<file path="config.mk">
export PLATFORM = sky130hd
export DESIGN_NAME = spi_fifo_stat_unit
export DESIGN_NICKNAME = d
export VERILOG_FILES = /design/src/rtl/spi_fsu_pkg.sv /design/src/rtl/fsu_fifo.sv /design/src/rtl/fsu_chan.sv /design/src/rtl/spi_fifo_stat_unit.sv
export SDC_FILE = /design/constraint.sdc
export NUM_CORES = 2
export LEC_CHECK = 0
export BUFFER_PORTS_ARGS = -buffer_cell sky130_fd_sc_hd__buf_2
export CORE_ASPECT_RATIO = 0.8
export CORE_UTILIZATION = 35
export CTS_CLUSTER_DIAMETER = 40
export DETAILED_ROUTE_END_ITERATION = 16
export PLACE_DENSITY = 0.51
export SETUP_SLACK_MARGIN = 0.05
export SYNTH_ARGS = -nofsm -noshare
export SYNTH_HDL_FRONTEND = slang
export SYNTH_SLANG_ARGS = --single-unit
</file>
<file path="constraint.sdc">
create_clock -name clk -period 5.9 [get_ports clk]
set_input_delay 0 -clock clk [delete_from_list [all_inputs] [get_ports clk]]
set_output_delay 0 -clock clk [all_outputs]
set_load 0.05 [all_outputs]
</file>
<file path="src/rtl/spi_fsu_pkg.sv">
package spi_fsu_pkg;

    localparam int WORD_W      = 32;
    localparam int FIFO_DEPTH  = 8;
    localparam int CNT_W       = $clog2(FIFO_DEPTH + 1);
    localparam int BANK_SPAN_W = 6;
    localparam int IEN_W       = 5;

    localparam logic [BANK_SPAN_W-1:0] OFS_STAT = 6'h0C;
    localparam logic [BANK_SPAN_W-1:0] OFS_IEN  = 6'h10;
    localparam logic [BANK_SPAN_W-1:0] OFS_THR  = 6'h14;
    localparam logic [BANK_SPAN_W-1:0] OFS_CNT  = 6'h18;
    localparam logic [BANK_SPAN_W-1:0] OFS_TXD  = 6'h1C;
    localparam logic [BANK_SPAN_W-1:0] OFS_RXD  = 6'h20;

    localparam logic [7:0] THR_RESET = 8'h80;

    typedef enum logic [2:0] {
        SEL_NONE,
        SEL_STAT,
        SEL_IEN,
        SEL_THR,
        SEL_CNT,
        SEL_TXD,
        SEL_RXD
    } reg_sel_e;

    // Sticky status bits 1..5, done in the LSB so the enable bits line up
    typedef struct packed {
        logic rx_of;
        logic tx_uf;
        logic rx_lvl;
        logic tx_lvl;
        logic done;
    } sticky_t;

    typedef struct packed {
        logic [3:0] rx_lvl;
        logic [3:0] tx_lvl;
    } thr_t;

    function automatic reg_sel_e decode_ofs(input logic [BANK_SPAN_W-1:0] ofs);
        case (ofs)
            OFS_STAT: return SEL_STAT;
            OFS_IEN:  return SEL_IEN;
            OFS_THR:  return SEL_THR;
            OFS_CNT:  return SEL_CNT;
            OFS_TXD:  return SEL_TXD;
            OFS_RXD:  return SEL_RXD;
            default:  return SEL_NONE;
        endcase
    endfunction

endpackage

</file>
<file path="src/rtl/fsu_fifo.sv">
module fsu_fifo #(
    parameter int WIDTH = 32,
    parameter int DEPTH = 8
) (
    input  logic                             clk,
    input  logic                             rst,
    input  logic                             push,
    input  logic [WIDTH-1:0]                 wdata,
    input  logic                             pop,
    output logic [WIDTH-1:0]                 head,
    output logic [$clog2(DEPTH+1)-1:0]       count,
    output logic                             full,
    output logic                             empty
);
    localparam int PTR_W = (DEPTH > 1) ? $clog2(DEPTH) : 1;
    localparam int CNT_W = $clog2(DEPTH + 1);

    logic [WIDTH-1:0] mem [DEPTH];
    logic [PTR_W-1:0] wr_ptr, rd_ptr;
    logic             push_ok, pop_ok;

    function automatic logic [PTR_W-1:0] bump(input logic [PTR_W-1:0] p);
        return (p == PTR_W'(DEPTH - 1)) ? '0 : p + 1'b1;
    endfunction

    assign full    = (count == CNT_W'(DEPTH));
    assign empty   = (count == '0);
    assign push_ok = push && !full;
    assign pop_ok  = pop && !empty;
    assign head    = mem[rd_ptr];

    always_ff @(posedge clk) begin
        if (rst) begin
            wr_ptr <= '0;
            rd_ptr <= '0;
            count  <= '0;
        end else begin
            if (push_ok) wr_ptr <= bump(wr_ptr);
            if (pop_ok)  rd_ptr <= bump(rd_ptr);
            case ({push_ok, pop_ok})
                2'b10:   count <= count + 1'b1;
                2'b01:   count <= count - 1'b1;
                default: count <= count;
            endcase
        end
    end

    always_ff @(posedge clk) begin
        if (push_ok) mem[wr_ptr] <= wdata;
    end

    p_bound_r1: assert property (@(posedge clk) disable iff (rst)
        count <= CNT_W'(DEPTH));

    p_full_drop_r1: assert property (@(posedge clk) disable iff (rst)
        (push && full && !pop) |=> (count == $past(count)));

    p_empty_pop_r2: assert property (@(posedge clk) disable iff (rst)
        (pop && empty && !push) |=> empty);

endmodule

</file>
<file path="src/rtl/fsu_chan.sv">
module fsu_chan
    import spi_fsu_pkg::*;
(
    input  logic              clk,
    input  logic              rst,
    input  logic              wr_en,
    input  logic              rd_en,
    input  reg_sel_e          sel,
    input  logic [WORD_W-1:0] wdata,
    input  logic              eng_busy,
    input  logic              eng_done,
    input  logic              eng_tx_uf,
    input  logic              eng_rx_of,
    input  logic              eng_tx_pop,
    output logic              eng_tx_valid,
    output logic [WORD_W-1:0] eng_tx_data,
    input  logic              eng_rx_push,
    input  logic [WORD_W-1:0] eng_rx_data,
    output logic [WORD_W-1:0] rd_val,
    output logic              irq
);
    logic [CNT_W-1:0]  tx_cnt, rx_cnt;
    logic              tx_full, tx_empty, rx_full, rx_empty;
    logic [WORD_W-1:0] rx_head;
    logic              tx_push, rx_pop, stat_wr;
    sticky_t           stk, stk_set, stk_clr;
    thr_t              thr;
    logic [IEN_W-1:0]  ien;

    assign tx_push = wr_en && (sel == SEL_TXD);
    assign rx_pop  = rd_en && (sel == SEL_RXD);
    assign stat_wr = wr_en && (sel == SEL_STAT);

    fsu_fifo #(.WIDTH(WORD_W), .DEPTH(FIFO_DEPTH)) u_txq (
        .clk(clk), .rst(rst), .push(tx_push), .wdata(wdata),
        .pop(eng_tx_pop), .head(eng_tx_data), .count(tx_cnt),
        .full(tx_full), .empty(tx_empty)
    );

    fsu_fifo #(.WIDTH(WORD_W), .DEPTH(FIFO_DEPTH)) u_rxq (
        .clk(clk), .rst(rst), .push(eng_rx_push), .wdata(eng_rx_data),
        .pop(rx_pop), .head(rx_head), .count(rx_cnt),
        .full(rx_full), .empty(rx_empty)
    );

    assign eng_tx_valid = !tx_empty;

    always_comb begin
        stk_set.done   = eng_done;
        stk_set.tx_lvl = (tx_cnt <= thr.tx_lvl);
        stk_set.rx_lvl = (rx_cnt >= thr.rx_lvl);
        stk_set.tx_uf  = eng_tx_uf;
        stk_set.rx_of  = eng_rx_of;
        stk_clr        = stat_wr ? sticky_t'(wdata[5:1]) : sticky_t'('0);
    end

    always_ff @(posedge clk) begin
        if (rst) begin
            stk <= '0;
            thr <= thr_t'(THR_RESET);
            ien <= '0;
        end else begin
            stk <= (stk & ~stk_clr) | stk_set;
            if (wr_en && sel == SEL_IEN) ien <= wdata[IEN_W-1:0];
            if (wr_en && sel == SEL_THR) thr <= thr_t'(wdata[7:0]);
        end
    end

    assign irq = |(stk & sticky_t'(ien));

    always_comb begin
        rd_val = '0;
        case (sel)
            SEL_STAT: rd_val[5:0] = {stk, eng_busy};
            SEL_IEN:  rd_val[IEN_W-1:0] = ien;
            SEL_THR:  rd_val[7:0] = thr;
            SEL_CNT:  rd_val[7:0] = {tx_cnt, rx_cnt};
            SEL_RXD:  rd_val = rx_empty ? '0 : rx_head;
            default:  rd_val = '0;
        endcase
    end

    p_done_sets_r7: assert property (@(posedge clk) disable iff (rst)
        eng_done |=> stk.done);

    p_w1c_done_r5: assert property (@(posedge clk) disable iff (rst)
        (stat_wr && wdata[1] && !eng_done) |=> !stk.done);

    p_hold_done_r5: assert property (@(posedge clk) disable iff (rst)
        (stk.done && !(stat_wr && wdata[1])) |=> stk.done);

    p_txlvl_r6: assert property (@(posedge clk) disable iff (rst)
        (tx_cnt <= thr.tx_lvl) |=> stk.tx_lvl);

    p_rxlvl_r6: assert property (@(posedge clk) disable iff (rst)
        (rx_cnt >= thr.rx_lvl) |=> stk.rx_lvl);

endmodule

</file>
<file path="src/rtl/spi_fifo_stat_unit.sv">
module spi_fifo_stat_unit
    import spi_fsu_pkg::*;
#(
    parameter int NUM_CH = 4
) (
    input  logic                                              clk,
    input  logic                                              rst,
    input  logic                                              reg_wr,
    input  logic                                              reg_rd,
    input  logic [BANK_SPAN_W+((NUM_CH>1)?$clog2(NUM_CH):1)-1:0] reg_addr,
    input  logic [WORD_W-1:0]                                 reg_wdata,
    output logic [WORD_W-1:0]                                 reg_rdata,
    input  logic [NUM_CH-1:0]                                 eng_busy,
    input  logic [NUM_CH-1:0]                                 eng_done,
    input  logic [NUM_CH-1:0]                                 eng_tx_uf,
    input  logic [NUM_CH-1:0]                                 eng_rx_of,
    input  logic [NUM_CH-1:0]                                 eng_tx_pop,
    output logic [NUM_CH-1:0]                                 eng_tx_valid,
    output logic [NUM_CH*WORD_W-1:0]                          eng_tx_data,
    input  logic [NUM_CH-1:0]                                 eng_rx_push,
    input  logic [NUM_CH*WORD_W-1:0]                          eng_rx_data,
    output logic                                              irq
);
    localparam int CH_W   = (NUM_CH > 1) ? $clog2(NUM_CH) : 1;
    localparam int ADDR_W = BANK_SPAN_W + CH_W;

    logic [CH_W-1:0]   ch_idx;
    logic              ch_ok;
    reg_sel_e          sel;
    logic [WORD_W-1:0] rd_val [NUM_CH];
    logic [NUM_CH-1:0] irq_ch;

    assign ch_idx = reg_addr[ADDR_W-1:BANK_SPAN_W];
    assign ch_ok  = (int'(ch_idx) < NUM_CH);
    assign sel    = decode_ofs(reg_addr[BANK_SPAN_W-1:0]);

    for (genvar g = 0; g < NUM_CH; g++) begin : g_ch
        logic hit;
        assign hit = ch_ok && (ch_idx == CH_W'(g));

        fsu_chan u_chan (
            .clk          (clk),
            .rst          (rst),
            .wr_en        (reg_wr && hit),
            .rd_en        (reg_rd && hit),
            .sel          (sel),
            .wdata        (reg_wdata),
            .eng_busy     (eng_busy[g]),
            .eng_done     (eng_done[g]),
            .eng_tx_uf    (eng_tx_uf[g]),
            .eng_rx_of    (eng_rx_of[g]),
            .eng_tx_pop   (eng_tx_pop[g]),
            .eng_tx_valid (eng_tx_valid[g]),
            .eng_tx_data  (eng_tx_data[g*WORD_W +: WORD_W]),
            .eng_rx_push  (eng_rx_push[g]),
            .eng_rx_data  (eng_rx_data[g*WORD_W +: WORD_W]),
            .rd_val       (rd_val[g]),
            .irq          (irq_ch[g])
        );
    end

    assign irq = |irq_ch;

    always_ff @(posedge clk) begin
        if (rst) begin
            reg_rdata <= '0;
        end else if (reg_rd) begin
            reg_rdata <= ch_ok ? rd_val[ch_idx] : '0;
        end
    end

    p_rdata_hold_r9: assert property (@(posedge clk) disable iff (rst)
        !reg_rd |=> $stable(reg_rdata));

    p_stat_width_r4: assert property (@(posedge clk) disable iff (rst)
        (reg_rd && sel == SEL_STAT) |=> (reg_rdata[WORD_W-1:6] == '0));

endmodule

</file>
==> results.md <==
- Run status: finished, final reports clean
- Post-Synthesis Cells: 4402
- Max-capacitance violation count: 0
- Post-synthesis sequential area ratio: 0.745
- 1st-pass router iterations: 6
- Area Growth Syn to Fin: 21.9%
- Crit path cell chain: dlygate4sd3_1 -> buf_2 -> nor4b_4 -> dlygate4sd3_1 -> nand3_1 -> nor3_1 -> nand2_1 -> nor2_4
- Final ANT Viol Nets: 0
- Die Wd: ~560 um
- Max Fclk: between 0.2 and 0.25 GHz
- CTS Buffer Depth: 4
- Met2 wire len: between 100000 and 150000 um
- H-tree levels: 5
- Setup Skew: approximately 0.048 ns
- Largest net degree at the start of global routing: approximately 140
- Synth Net Count: 4685
- HP Class: in -> reg
- Row count: 164
- Synth Area in Simple Gates: 0.0338
- Initial Util: 0.353
- IO Pins: around 360
- Pre-CTS setup slack: roughly 1.9 ns
- CTS resizes: 0
- Cell variety after synth: 70
- Final wirelength: around 230000 um
- Post-synthesis mux area share: 0.168
- Drt via density: about 5
- Synth Area in Compound Gates: 0.0239
- Clock Sinks: 2256
- Slowest stage delay, CP: 0.98 ns
- Placed insts: between 7000 and 8000
- Synth Area per Inst: about 20 um2
- CTS tree: yes
- Syn. warnings: 0
- Root Buffer Master: clkbuf_16
- Hold_ws: between 0.03 and 0.04 ns
- Max-slew violations: 0
- First-pass GRT wire length: approximately 330000 um
- Unrepaired setup endpoints after global routing: false
- Peak VDD IR: ~0.21 mV
- Adder-cell share of the synthesized area: 0.0124
- Global route overflow: 0
- P_leak: ~34 nW
- Final Hold Viols: 0
- Final Wtd Congestion: approximately 0.85
- # Post-CTS Setup Buffers: 0
- Fin crit period: 4.09 ns
- Met3 Wirelength: ~14000 um
- Mapped Area: 0.0881 mm2
- Iteration-0 DRC Markers: 3867
- Die height: between 400 and 500 um
- Count leader, synth: edfxtp_1
- Synth Area in XOR/XNOR: 0.00318
- Slew headroom: 0.178
- Final net count: 5536
- TNS Setup: 0 ns
- Hold-fix buffers, CTS: between 300 and 400
- Via count: between 40000 and 50000
- Post-synth top cells: edfxtp_1, mux4_2, dfxtp_1
- Hpwl dp: between 100000 and 150000 um
- Kind of critical path: in -> reg
- Die area: ~0.25 mm2
- CP max stage cell: nor2_4
- Post-route insts no fill: about 8800
- Top Metal Used: met5
- Clock latency on the worst-skew pair: 0.86 ns
- Clock slew at reported path FFs: roughly 0.06 ns
- P per Cell Area: 340 mW/mm2
- Most area-consuming cells after synthesis: edfxtp_1, mux4_2, dfxtp_1
- Worst setup margin: 1.81 ns
- DRC viols: 0
- Layout cells sized above 1: 0.307
- TritonCTS Buffers: between 300 and 400
- Initial antenna violation count: slightly below 50
- Vias in the first global route: 45900
- Final Setup Violations: 0
- CP startpoint kind: primary input
- Max Fanout on Critical Path: 32
- Slew @ Worst Pin: 1.23 ns
- Number of synthesized flops with an enable pin: between 2000 and 2500
- Primary FF master, synth: edfxtp_1
- Yosys top cell area share: 0.698
- Core area: around 0.25 mm2
- Synth Register Bits: 2256
- Port Buffer Count: 360
- CP most frequent cell: dlygate4sd3_1
- Largest family of logic cells by synthesized area: multiplexers
- Length of routed wiring on met1: between 90000 and 100000 um
- Arrival time worst endpoint: between 4 and 5 ns
- Yosys top cell by area: edfxtp_1
- Avg WL per Cell: 26.0 um
- Crit end category: flop
- CP Data Required Time: between 6 and 7 ns
- Final Cycle Share: 0.692
- Ys async rst share: 0
- Aggregate global-route resource usage: 0.179
==> sequential cells by signal, indices dropped and copies added (netlist names), named ones only <==
name and count:
g_ch.u_chan.u_rxq.rd_ptr 12, g_ch.u_chan.u_rxq.mem 1024, g_ch.u_chan.thr 32, reg_rdata 32, g_ch.u_chan.u_txq.rd_ptr 12, g_ch.u_chan.stk 20, g_ch.u_chan.u_rxq.count 16, g_ch.u_chan.ien 20
g_ch.u_chan.u_txq.mem 1024, g_ch.u_chan.u_rxq.wr_ptr 12, g_ch.u_chan.u_txq.count 16, g_ch.u_chan.u_txq.wr_ptr 12
==> report_power, final <==
group	internal, mW	leakage (nW)	total (mW)	switching [mW]
Combinational	0.368	9.42	1.03	0.662
Sequential	17.6	20.2	17.7	0.0734
Clock	10.8	4.75	17.8	7.01
==> logic make-up after synthesis <==
kind of cell | after synthesis
flip-flops | 2256
adder cells (fa/ha/maj) | 87
multiplexers | 828
AO/OA/AOI/OAI | 330
buffers and inverters | 275
XOR/XNOR | 32
AND/OR/NAND/NOR | 594
==> worst paths after layout <==
path | from | endpoint | slack (ns) | cells after the start
worst max register to register | flop | reg_rdata[0] | 2.44 | 7
worst min register to register | g_ch[0].u_chan.thr[3] | g_ch[0].u_chan.thr[3] | 0.46 | 2
worst max-delay path | reg_addr[5] | g_ch[0].u_chan.u_txq.mem[6][23] | 1.81 | 8
worst min-delay path | eng_rx_data[53] | g_ch[1].u_chan.u_rxq.mem[0][21] | 0.04 | 2
==> worst max-delay path, delay by kind of cell <==
family	cells	cell delay (ns)
buffers and inverters	3	1.40
and+or+nand+nor	5	3.06
==> area by class of cell <==
| type | instances | area, um2 |
|---|---|---|
| tap | 3320 | 4150 |
| clock inverter | 174 | 1790 |
| clock buffer | 368 | 8100 |
| antenna | 12 | 30.0 |
| sequential | 2256 | 65700 |
| fill | 21900 | 143000 |
| inverter | 46 | 173 |
| multi-input combinational | 1871 | 21700 |
| timing repair buffer | 776 | 5760 |
==> routing by layer <==
| metal | up-vias | GRT usage |
|---|---|---|
| met5 | - | 0 |
| met3 | 406 | 0.0406 |
| met1 | 23600 | 0.240 |
| li1 | 19900 | - |
| met4 | 44 | 0.0494 |
| met2 | 1300 | 0.292 |
==> stage by stage <==
step	total power, mW	instance area, um2	util
after floorplan	18.3	88100	-
after global placement	18.8	94300	0.377
after detailed placement	18.9	94300	0.377
after CTS	37.0	107000	0.430
after global routing	37.7	107000	0.430
final	36.5	107000	0.430
==> cells in the final DEF (no fill, tap or decap), types with 37 or more instances in the layout <==
cell           Yosys  final
nor3_1            90     68
mux2_2           135    135
nor2b_1           37     37
nor2_1           178    144
ha_1              87     87
nand2b_1          43     43
edfxtp_1        2048   2048
buf_4             10     91
clkbuf_16          0    313
buf_2             97    359
dfxtp_1          208    184
mux2i_1          186    186
inv_1             44     44
a21oi_1          122    122
nand2_1          132    132
o22ai_1           69     69
mux4_2           507    507
clkbuf_1         104     49
dlygate4sd3_1      0    323
No activity file was read; power rests on OpenSTA's default activity.
